--- src/rtl/nand_init_pkg.sv ---
package nand_init_pkg;

  localparam int unsigned PAGE_LEN = 256;
  localparam int unsigned CRC_LEN  = PAGE_LEN - 2;
  localparam logic [15:0] CRC_SEED = 16'h4F4E;
  localparam logic [15:0] CRC_POLY = 16'h8005;
  // signature bytes, byte 0 in the low lane
  localparam logic [31:0] SIG_WORD = 32'h49464E4F;

  typedef enum logic [2:0] {
    K_WAIT, K_CMD, K_ADDR, K_READ, K_JUDGE
  } step_kind_e;

  typedef struct packed {
    step_kind_e  kind;
    logic [7:0]  val;
  } step_t;

  function automatic step_t script_step(input logic [3:0] idx, input logic [15:0] col);
    step_t s;
    s.kind = K_JUDGE;
    s.val  = 8'h00;
    case (idx)
      4'd0:  s.kind = K_WAIT;
      4'd1:  begin s.kind = K_CMD;  s.val = 8'hFF; end
      4'd2:  s.kind = K_WAIT;
      4'd3:  begin s.kind = K_CMD;  s.val = 8'hEC; end
      4'd4:  begin s.kind = K_ADDR; s.val = 8'h00; end
      4'd5:  s.kind = K_WAIT;
      4'd6:  begin s.kind = K_CMD;  s.val = 8'h05; end
      4'd7:  begin s.kind = K_ADDR; s.val = col[7:0]; end
      4'd8:  begin s.kind = K_ADDR; s.val = col[15:8]; end
      4'd9:  begin s.kind = K_CMD;  s.val = 8'hE0; end
      4'd10: s.kind = K_WAIT;
      4'd11: s.kind = K_READ;
      default: s.kind = K_JUDGE;
    endcase
    return s;
  endfunction

  function automatic logic [15:0] crc16_byte(input logic [15:0] crc, input logic [7:0] b);
    logic [15:0] c;
    c = crc ^ {b, 8'h00};
    for (int i = 0; i < 8; i++) begin
      c = c[15] ? ((c << 1) ^ CRC_POLY) : (c << 1);
    end
    return c;
  endfunction

endpackage

--- src/rtl/nand_rb_sync.sv ---
module nand_rb_sync #(
  parameter int unsigned STAGES = 2
) (
  input  logic clk,
  input  logic rst_n,
  input  logic rb_n,
  output logic ready
);
  generate
    if (STAGES <= 1) begin : g_single
      logic q;
      always_ff @(posedge clk or negedge rst_n) begin
        if (!rst_n) q <= 1'b0;
        else        q <= rb_n;
      end
      assign ready = q;
    end else begin : g_chain
      logic [STAGES-1:0] sh;
      always_ff @(posedge clk or negedge rst_n) begin
        if (!rst_n) sh <= '0;
        else        sh <= {sh[STAGES-2:0], rb_n};
      end
      assign ready = sh[STAGES-1];
    end
  endgenerate
endmodule

--- src/rtl/nand_strobe_gen.sv ---
module nand_strobe_gen #(
  parameter int unsigned LO_CYC = 13,
  parameter int unsigned HI_CYC = 8
) (
  input  logic clk,
  input  logic rst_n,
  input  logic start,
  output logic strobe_n,
  output logic sample,
  output logic done
);
  localparam int unsigned MAXC = (LO_CYC > HI_CYC) ? LO_CYC : HI_CYC;
  localparam int unsigned CW   = $clog2(MAXC + 1);
  localparam logic [CW-1:0] LO_LAST = CW'(LO_CYC - 1);
  localparam logic [CW-1:0] HI_LAST = CW'(HI_CYC - 1);

  typedef enum logic [1:0] {SG_IDLE, SG_LO, SG_HI} sg_e;

  sg_e           st_q, st_d;
  logic [CW-1:0] cnt_q, cnt_d;
  logic          strobe_q;

  always_comb begin
    st_d  = st_q;
    cnt_d = cnt_q;
    case (st_q)
      SG_IDLE: if (start) begin st_d = SG_LO; cnt_d = LO_LAST; end
      SG_LO: begin
        if (cnt_q == '0) begin st_d = SG_HI; cnt_d = HI_LAST; end
        else cnt_d = cnt_q - 1'b1;
      end
      SG_HI: begin
        if (cnt_q == '0) st_d = SG_IDLE;
        else cnt_d = cnt_q - 1'b1;
      end
      default: st_d = SG_IDLE;
    endcase
  end

  always_ff @(posedge clk or negedge rst_n) begin
    if (!rst_n) begin
      st_q     <= SG_IDLE;
      cnt_q    <= '0;
      strobe_q <= 1'b1;
    end else begin
      st_q     <= st_d;
      cnt_q    <= cnt_d;
      strobe_q <= (st_d != SG_LO);
    end
  end

  assign strobe_n = strobe_q;
  assign sample   = (st_q == SG_LO) && (cnt_q == '0);
  assign done     = (st_q == SG_HI) && (cnt_q == '0);

  // a new pulse is only requested when the previous one is over
  a_r5_start_when_idle: assert property (@(posedge clk) disable iff (!rst_n)
    start |-> st_q == SG_IDLE);
  // the pin is low exactly while the low phase runs
  a_r6_pin_tracks_phase: assert property (@(posedge clk) disable iff (!rst_n)
    (st_q == SG_LO) |-> !strobe_n);
  a_r5_rise_after_sample: assert property (@(posedge clk) disable iff (!rst_n)
    sample |=> strobe_n);
endmodule

--- src/rtl/nand_page_check.sv ---
module nand_page_check
  import nand_init_pkg::*;
(
  input  logic       clk,
  input  logic       rst_n,
  input  logic       clr,
  input  logic       byte_vld,
  input  logic [7:0] byte_in,
  input  logic [7:0] idx,
  output logic       page_ok
);
  logic [15:0] crc_q, stored_q;
  logic        sig_ok_q;

  always_ff @(posedge clk or negedge rst_n) begin
    if (!rst_n) begin
      crc_q    <= CRC_SEED;
      stored_q <= '0;
      sig_ok_q <= 1'b0;
    end else if (clr) begin
      crc_q    <= CRC_SEED;
      stored_q <= '0;
      sig_ok_q <= 1'b1;
    end else if (byte_vld) begin
      if (idx < 8'd4 && byte_in != SIG_WORD[idx[1:0]*8 +: 8])
        sig_ok_q <= 1'b0;
      if (32'(idx) < CRC_LEN)
        crc_q <= crc16_byte(crc_q, byte_in);
      if (32'(idx) == CRC_LEN)
        stored_q[7:0] <= byte_in;
      if (32'(idx) == CRC_LEN + 1)
        stored_q[15:8] <= byte_in;
    end
  end

  assign page_ok = sig_ok_q && (crc_q == stored_q);

  // a signature mismatch is never forgotten until a new fetch starts
  a_r7_sig_sticky: assert property (@(posedge clk) disable iff (!rst_n)
    (!sig_ok_q && !clr) |=> !sig_ok_q);
endmodule

--- src/rtl/nand_init_seq.sv ---
module nand_init_seq
  import nand_init_pkg::*;
#(
  parameter int unsigned LO_CYC      = 13,
  parameter int unsigned HI_CYC      = 8,
  parameter int unsigned GUARD_CYC   = 50,
  parameter int unsigned BUSY_LIMIT  = 250000,
  parameter int unsigned SYNC_STAGES = 2,
  parameter logic [15:0] COL_ADDR    = 16'h0000
) (
  input  logic       clk,
  input  logic       rst_n,
  input  logic       rb_n,
  input  logic [7:0] dq_in,
  output logic       ce_n,
  output logic       cle,
  output logic       ale,
  output logic       we_n,
  output logic       re_n,
  output logic [7:0] dq_out,
  output logic       dq_oe,
  output logic       init_done,
  output logic       init_fail
);
  localparam int unsigned GW = $clog2(GUARD_CYC + 1);
  localparam int unsigned WW = $clog2(BUSY_LIMIT + 1);
  localparam logic [GW-1:0] G_LAST  = GW'(GUARD_CYC - 1);
  localparam logic [WW-1:0] WD_LAST = WW'(BUSY_LIMIT - 1);
  localparam logic [7:0]    B_LAST  = 8'(PAGE_LEN - 1);

  typedef enum logic [3:0] {
    ST_FETCH, ST_SETUP, ST_WBUS, ST_GUARD, ST_WAIT,
    ST_RGO, ST_RBUS, ST_DONE, ST_FAIL
  } st_e;

  // reset: asynchronous assert, synchronous release
  logic [1:0] rsync_q;
  logic       rst_i;
  always_ff @(posedge clk or negedge rst_n) begin
    if (!rst_n) rsync_q <= 2'b00;
    else        rsync_q <= {rsync_q[0], 1'b1};
  end
  assign rst_i = rsync_q[1];

  st_e           st_q, st_d;
  logic [3:0]    step_q, step_d;
  logic [7:0]    byte_q, byte_d;
  logic [GW-1:0] g_q, g_d;
  logic [WW-1:0] wd_q, wd_d;
  logic          cle_q, cle_d, ale_q, ale_d, oe_q, oe_d, ce_q;
  logic [7:0]    dq_q, dq_d;
  logic          we_start, re_start, chk_clr;
  logic          we_done, re_done, re_sample, we_smp_unused;
  logic          rdy, page_ok;
  step_t         cur;

  nand_rb_sync #(.STAGES(SYNC_STAGES)) u_rb (
    .clk(clk), .rst_n(rst_i), .rb_n(rb_n), .ready(rdy));

  nand_strobe_gen #(.LO_CYC(LO_CYC), .HI_CYC(HI_CYC)) u_we (
    .clk(clk), .rst_n(rst_i), .start(we_start),
    .strobe_n(we_n), .sample(we_smp_unused), .done(we_done));

  nand_strobe_gen #(.LO_CYC(LO_CYC), .HI_CYC(HI_CYC)) u_re (
    .clk(clk), .rst_n(rst_i), .start(re_start),
    .strobe_n(re_n), .sample(re_sample), .done(re_done));

  nand_page_check u_chk (
    .clk(clk), .rst_n(rst_i), .clr(chk_clr), .byte_vld(re_sample),
    .byte_in(dq_in), .idx(byte_q), .page_ok(page_ok));

  assign cur = script_step(step_q, COL_ADDR);

  always_comb begin
    st_d     = st_q;
    step_d   = step_q;
    byte_d   = byte_q;
    g_d      = g_q;
    wd_d     = wd_q;
    cle_d    = cle_q;
    ale_d    = ale_q;
    oe_d     = oe_q;
    dq_d     = dq_q;
    we_start = 1'b0;
    re_start = 1'b0;
    chk_clr  = 1'b0;
    case (st_q)
      ST_FETCH: begin
        case (cur.kind)
          K_WAIT:  begin g_d = '0; wd_d = '0; st_d = ST_GUARD; end
          K_CMD:   begin cle_d = 1'b1; oe_d = 1'b1; dq_d = cur.val; st_d = ST_SETUP; end
          K_ADDR:  begin ale_d = 1'b1; oe_d = 1'b1; dq_d = cur.val; st_d = ST_SETUP; end
          K_READ:  begin byte_d = '0; chk_clr = 1'b1; st_d = ST_RGO; end
          default: st_d = page_ok ? ST_DONE : ST_FAIL;
        endcase
      end
      ST_SETUP: begin we_start = 1'b1; st_d = ST_WBUS; end
      ST_WBUS: begin
        if (we_done) begin
          cle_d  = 1'b0;
          ale_d  = 1'b0;
          oe_d   = 1'b0;
          step_d = step_q + 1'b1;
          st_d   = ST_FETCH;
        end
      end
      ST_GUARD: begin
        g_d = g_q + 1'b1;
        if (g_q == G_LAST) st_d = ST_WAIT;
      end
      ST_WAIT: begin
        if (rdy) begin
          step_d = step_q + 1'b1;
          st_d   = ST_FETCH;
        end else if (wd_q == WD_LAST) begin
          st_d = ST_FAIL;
        end else begin
          wd_d = wd_q + 1'b1;
        end
      end
      ST_RGO: begin re_start = 1'b1; st_d = ST_RBUS; end
      ST_RBUS: begin
        if (re_done) begin
          if (byte_q == B_LAST) begin
            step_d = step_q + 1'b1;
            st_d   = ST_FETCH;
          end else begin
            byte_d = byte_q + 1'b1;
            st_d   = ST_RGO;
          end
        end
      end
      default: st_d = st_q;
    endcase
  end

  always_ff @(posedge clk or negedge rst_i) begin
    if (!rst_i) begin
      st_q   <= ST_FETCH;
      step_q <= '0;
      byte_q <= '0;
      g_q    <= '0;
      wd_q   <= '0;
      cle_q  <= 1'b0;
      ale_q  <= 1'b0;
      oe_q   <= 1'b0;
      dq_q   <= '0;
      ce_q   <= 1'b1;
    end else begin
      st_q   <= st_d;
      step_q <= step_d;
      byte_q <= byte_d;
      g_q    <= g_d;
      wd_q   <= wd_d;
      cle_q  <= cle_d;
      ale_q  <= ale_d;
      oe_q   <= oe_d;
      dq_q   <= dq_d;
      ce_q   <= (st_d == ST_FAIL);
    end
  end

  assign ce_n      = ce_q;
  assign cle       = cle_q;
  assign ale       = ale_q;
  assign dq_out    = dq_q;
  assign dq_oe     = oe_q;
  assign init_done = (st_q == ST_DONE);
  assign init_fail = (st_q == ST_FAIL);

  a_r10_latch_excl: assert property (@(posedge clk) disable iff (!rst_i)
    !(cle && ale));
  a_r10_strobe_excl: assert property (@(posedge clk) disable iff (!rst_i)
    !(!we_n && !re_n));
  a_r2_selected_in_pulse: assert property (@(posedge clk) disable iff (!rst_i)
    (!we_n || !re_n) |-> !ce_n);
  a_r5_setup_stable: assert property (@(posedge clk) disable iff (!rst_i)
    $fell(we_n) |-> ($stable(cle) && $stable(ale) && $stable(dq_out) && dq_oe));
  a_r7_done_sticky: assert property (@(posedge clk) disable iff (!rst_i)
    init_done |=> init_done);
  a_r8_fail_releases: assert property (@(posedge clk) disable iff (!rst_i)
    init_fail |-> (ce_n && we_n && re_n && !init_done));
  a_r9_watchdog_bound: assert property (@(posedge clk) disable iff (!rst_i)
    32'(wd_q) < BUSY_LIMIT);
endmodule

--- config.mk ---
export PLATFORM = sky130hd
export DESIGN_NAME = nand_init_seq
export DESIGN_NICKNAME = d
export VERILOG_FILES = /design/src/rtl/nand_init_pkg.sv /design/src/rtl/nand_rb_sync.sv /design/src/rtl/nand_strobe_gen.sv /design/src/rtl/nand_page_check.sv /design/src/rtl/nand_init_seq.sv
export SDC_FILE = /design/constraint.sdc
export NUM_CORES = 1
export LEC_CHECK = 0
export BUFFER_PORTS_ARGS = -buffer_cell sky130_fd_sc_hd__buf_2
export CAP_MARGIN = 20
export CORE_MARGIN = 2
export CORE_UTILIZATION = 25
export CTS_CLUSTER_SIZE = 14
export DETAILED_ROUTE_END_ITERATION = 6
export GPL_TIMING_DRIVEN = 0
export PLACE_DENSITY_LB_ADDON = 0.08
export SLEW_MARGIN = 20
export SYNTH_ARGS = -nofsm -noshare
export SYNTH_HDL_FRONTEND = slang
export SYNTH_HIERARCHICAL = 1
export SYNTH_SLANG_ARGS = --single-unit
--- constraint.sdc ---
create_clock -name clk -period 3.8 [get_ports clk]
set_input_delay 0.38 -clock clk [delete_from_list [all_inputs] [get_ports clk]]
set_output_delay 0.38 -clock clk [all_outputs]
set_load 0.01 [all_outputs]
==> flow_summary.json <==
{
  "outcome": "complete, no violations",
  "slowest_stage": "clkbuf_1",
  "hold_viol": 0,
  "fin_worst_skew_ps": 13.1,
  "cts.sinks": 100,
  "hpwlAfterDp_mm": 10.9,
  "drt_iter0_drc": 234,
  "ios": 27,
  "final_cell_mix": "87 x dfrtp_1, 59 x nor2_1, 47 x nand2_1",
  "slowest_delay_ps": 520,
  "top_layer": "met4",
  "cp-start-kind": "flip-flop",
  "drive_gt1_share_pct": 16.6,
  "fill_cells": 2430,
  "antenna_found_initial": 0,
  "power_density_nw_per_um2": 355,
  "vias": 4458,
  "setup_viol": 0,
  "ys_warn_count": 6,
  "viasPerCell": 4.65,
  "place_ws_ps": 577,
  "setup_slack_ps": 597,
  "hold_depth": 1,
  "path_cells": "inv_1, ha_1, nor2_1, o21ai_1, nor2b_1, and2_1, buf_2, clkbuf_1, clkbuf_1, nor3_1",
  "synth_seq_area_share_pct": 42.6,
  "grt_pass1_vias": 4674,
  "cts_tree": "built",
  "power.total_mw": 2.42,
  "die_h_um": 158,
  "ant_nets": 0,
  "die_w_um": 158,
  "cap_violations": 0,
  "netlist_area_um2": 5900,
  "rows": 56,
  "track_usage_pct": 12.9,
  "numCtsBuffers": 9,
  "synth_edf_count": 0,
  "initial_core_util_pct": 25.3,
  "fin_util_pct": 29.2,
  "cts-resized-gates": 0,
  "clk_pin_slew_ps": 80,
  "tightestPinTransition_ps": 1110,
  "async_flop_share_pct": 100,
  "fin_hold_ws_ps": 132,
  "synth_top_cell_by_area": "dfrtp_1",
  "wl_mm": 15.0,
  "dr_wl_met3_um": 265,
  "clk-insertion-delay-late_ps": 360,
  "die_area_um2": 24900,
  "cp_common_cell": "clkbuf_1",
  "yosys_most_used_dff": "dfrtp_1",
  "multi_input_area_um2": 3220,
  "synth_fp_nets": 626,
  "end_kind": "flip-flop",
  "grt_first_pass_wirelength_mm": 25.0,
  "crit_fanout": 12,
  "ys_top_cells_by_area": "dfrtp_1 37%, dfstp_2 5.3%, xnor2_1 4.6%",
  "drc": 0,
  "cts_buffer_depth": 2,
  "grt_overflow": 0,
  "p_leak_nw": 2.89,
  "period_share_pct": 84.3,
  "synth.avg_cell_area_um2": 9.94,
  "h-tree-depth": 3,
  "final_common_cell": "dfrtp_1",
  "num_antenna_cells": 0,
  "drt-met1-wl_mm": 7.35,
  "numPortBuffers": 26,
  "rsz0062_at_grt": "false",
  "synth-seq-cells": 100,
  "worstPathArrival_ps": 3420,
  "synth_cell_types": 84,
  "yosys.area.top_type_share_pct": 37.3,
  "min_path_type": "in -> reg",
  "core_um2": 23300,
  "required_ps": 4020,
  "wl_per_cell_um": 15.6,
  "worstSetupPathType": "reg -> reg",
  "slew_viol_final": 0,
  "postSynthCellCount": 594,
  "peakVddDrop_v": 0.000162,
  "first_pass_iters": 4,
  "final_nets": 666,
  "root_buffer": "clkbuf_16",
  "period_needed_ps": 3200,
  "max_freq_ghz": 0.312,
  "slew_headroom_pct": 25.7,
  "gp_congestion": 0.785,
  "grt_max_degree": 38,
  "route.met2.wl_mm": 7.16,
  "r2r_cells": 10,
  "seqCellArea_um2": 2520,
  "area_growth_pct": 15.4
}
## timing repair
action | in CTS | in global routing
endpoints found under the hold margin | 2 | 0
setup buffers | 0 | 0
hold buffers | 1 | 0
## sequential cells by signal (all words and copies together) (netlist names), 2 cells and up
name	count
byte_q	8
dq_out	5
g_q	6
rsync_q	2
st_q	4
step_q	4
u_chk/crc_q	16
u_chk/stored_q	16
u_rb/g_chain.sh	2
u_re/cnt_q	4
u_re/st_q	2
u_we/cnt_q	4
u_we/st_q	2
wd_q	18
## metal layers
layer / global-route usage [%] / vias up
met2: 21.6 / 32
li1: - / 2214
met5: 0 / -
met1: 17.0 / 2199
met4: 3.81 / 0
met3: 2.22 / 13
## power by group
part | total (mW) | switching [mW] | internal, mW
registers | 1.14 | 0.0384 | 1.10
clock network | 1.00 | 0.446 | 0.557
logic | 0.275 | 0.145 | 0.130
total | 2.42 | 0.630 | 1.79
## worst max-delay path: cells and delay by family (launching register included)
family,cells,cell delay (ps)
AOI/OAI and AO/OA,1,240
and+or+nand+nor,4,730
buffers and inverters,4,1370
adders and majority gates,1,320
DFF,1,420
## logic make-up (layout without fill, tap and decap cells)
group	after synthesis	in the layout	share of synthesized area (%)
flip-flops	100	100	42.6
XOR/XNOR	58	58	10.0
adder cells (fa/ha/maj)	21	21	4.45
AND/OR/NAND/NOR	253	253	24.1
AO/OA/AOI/OAI	117	117	14.8
buffers and inverters	39	84	2.97
other	1	1	0.0635
multiplexers	5	5	0.954
## area by class of cell
| class | instances | area share [%] |
|---|---|---|
| Buffer | 18 | 1.41 |
| Clock buffer | 11 | 3.71 |
| Clock inverter | 5 | 0.974 |
| Inverter | 21 | 1.16 |
| Multi-Input combinational cell | 455 | 47.2 |
| Sequential cell | 100 | 37.0 |
| Tap cell | 319 | 5.86 |
| Timing Repair Buffer | 29 | 2.65 |
## synthesized netlist by cell type, drive strengths merged, types with 5 or more instances
cell,count
a211oi,7
xor2,23
nand2b,10
a22o,16
inv,21
and3,7
mux2,5
nor2b,9
ha,21
o211ai,5
or3,7
nand3,22
dfrtp,88
buf,10
o21ai,29
nor2,61
clkbuf,8
nor4b,5
xnor2,34
nor3,23
nand4,17
a211o,6
dfstp,12
nand3b,5
or2,6
nand2,48
and2,5
a31oi,6
a21oi,22
or4,5
## metrics by stage
stage               cells  setup TNS [ps]  cell area (um^2)
global placement      939          -64650              6430
floorplan             594               0              5900
CTS                   958               0              6810
detailed placement    941               0              6480
finish                958               0              6810
global route          958               0              6810
## final timing paths
| kind | start | to | slack [ps] |
|---|---|---|---|
| worst max-delay path | step_q[1]$_DFFE_PN0P_ | u_chk/crc_q[5]$_DFFE_PN0P_ | 600 |
| worst min-delay path | rb_n | u_rb/g_chain.sh[0]$_DFF_PN0_ | 130 |
| worst max register to register | step_q[1]$_DFFE_PN0P_ | u_chk/crc_q[5]$_DFFE_PN0P_ | 600 |
| worst min register to register | rsync_q[1]$_DFF_PN0_ | wd_q[2]$_DFFE_PN0P_ | 290 |
| max in group asynchronous | rsync_q[1]$_DFF_PN0_ | u_chk/crc_q[9]$_DFFE_PN1P_ | 2880 |
| min in group asynchronous | rsync_q[1]$_DFF_PN0_ | wd_q[2]$_DFFE_PN0P_ | 290 |
No activity file was read; power rests on OpenSTA's default activity.
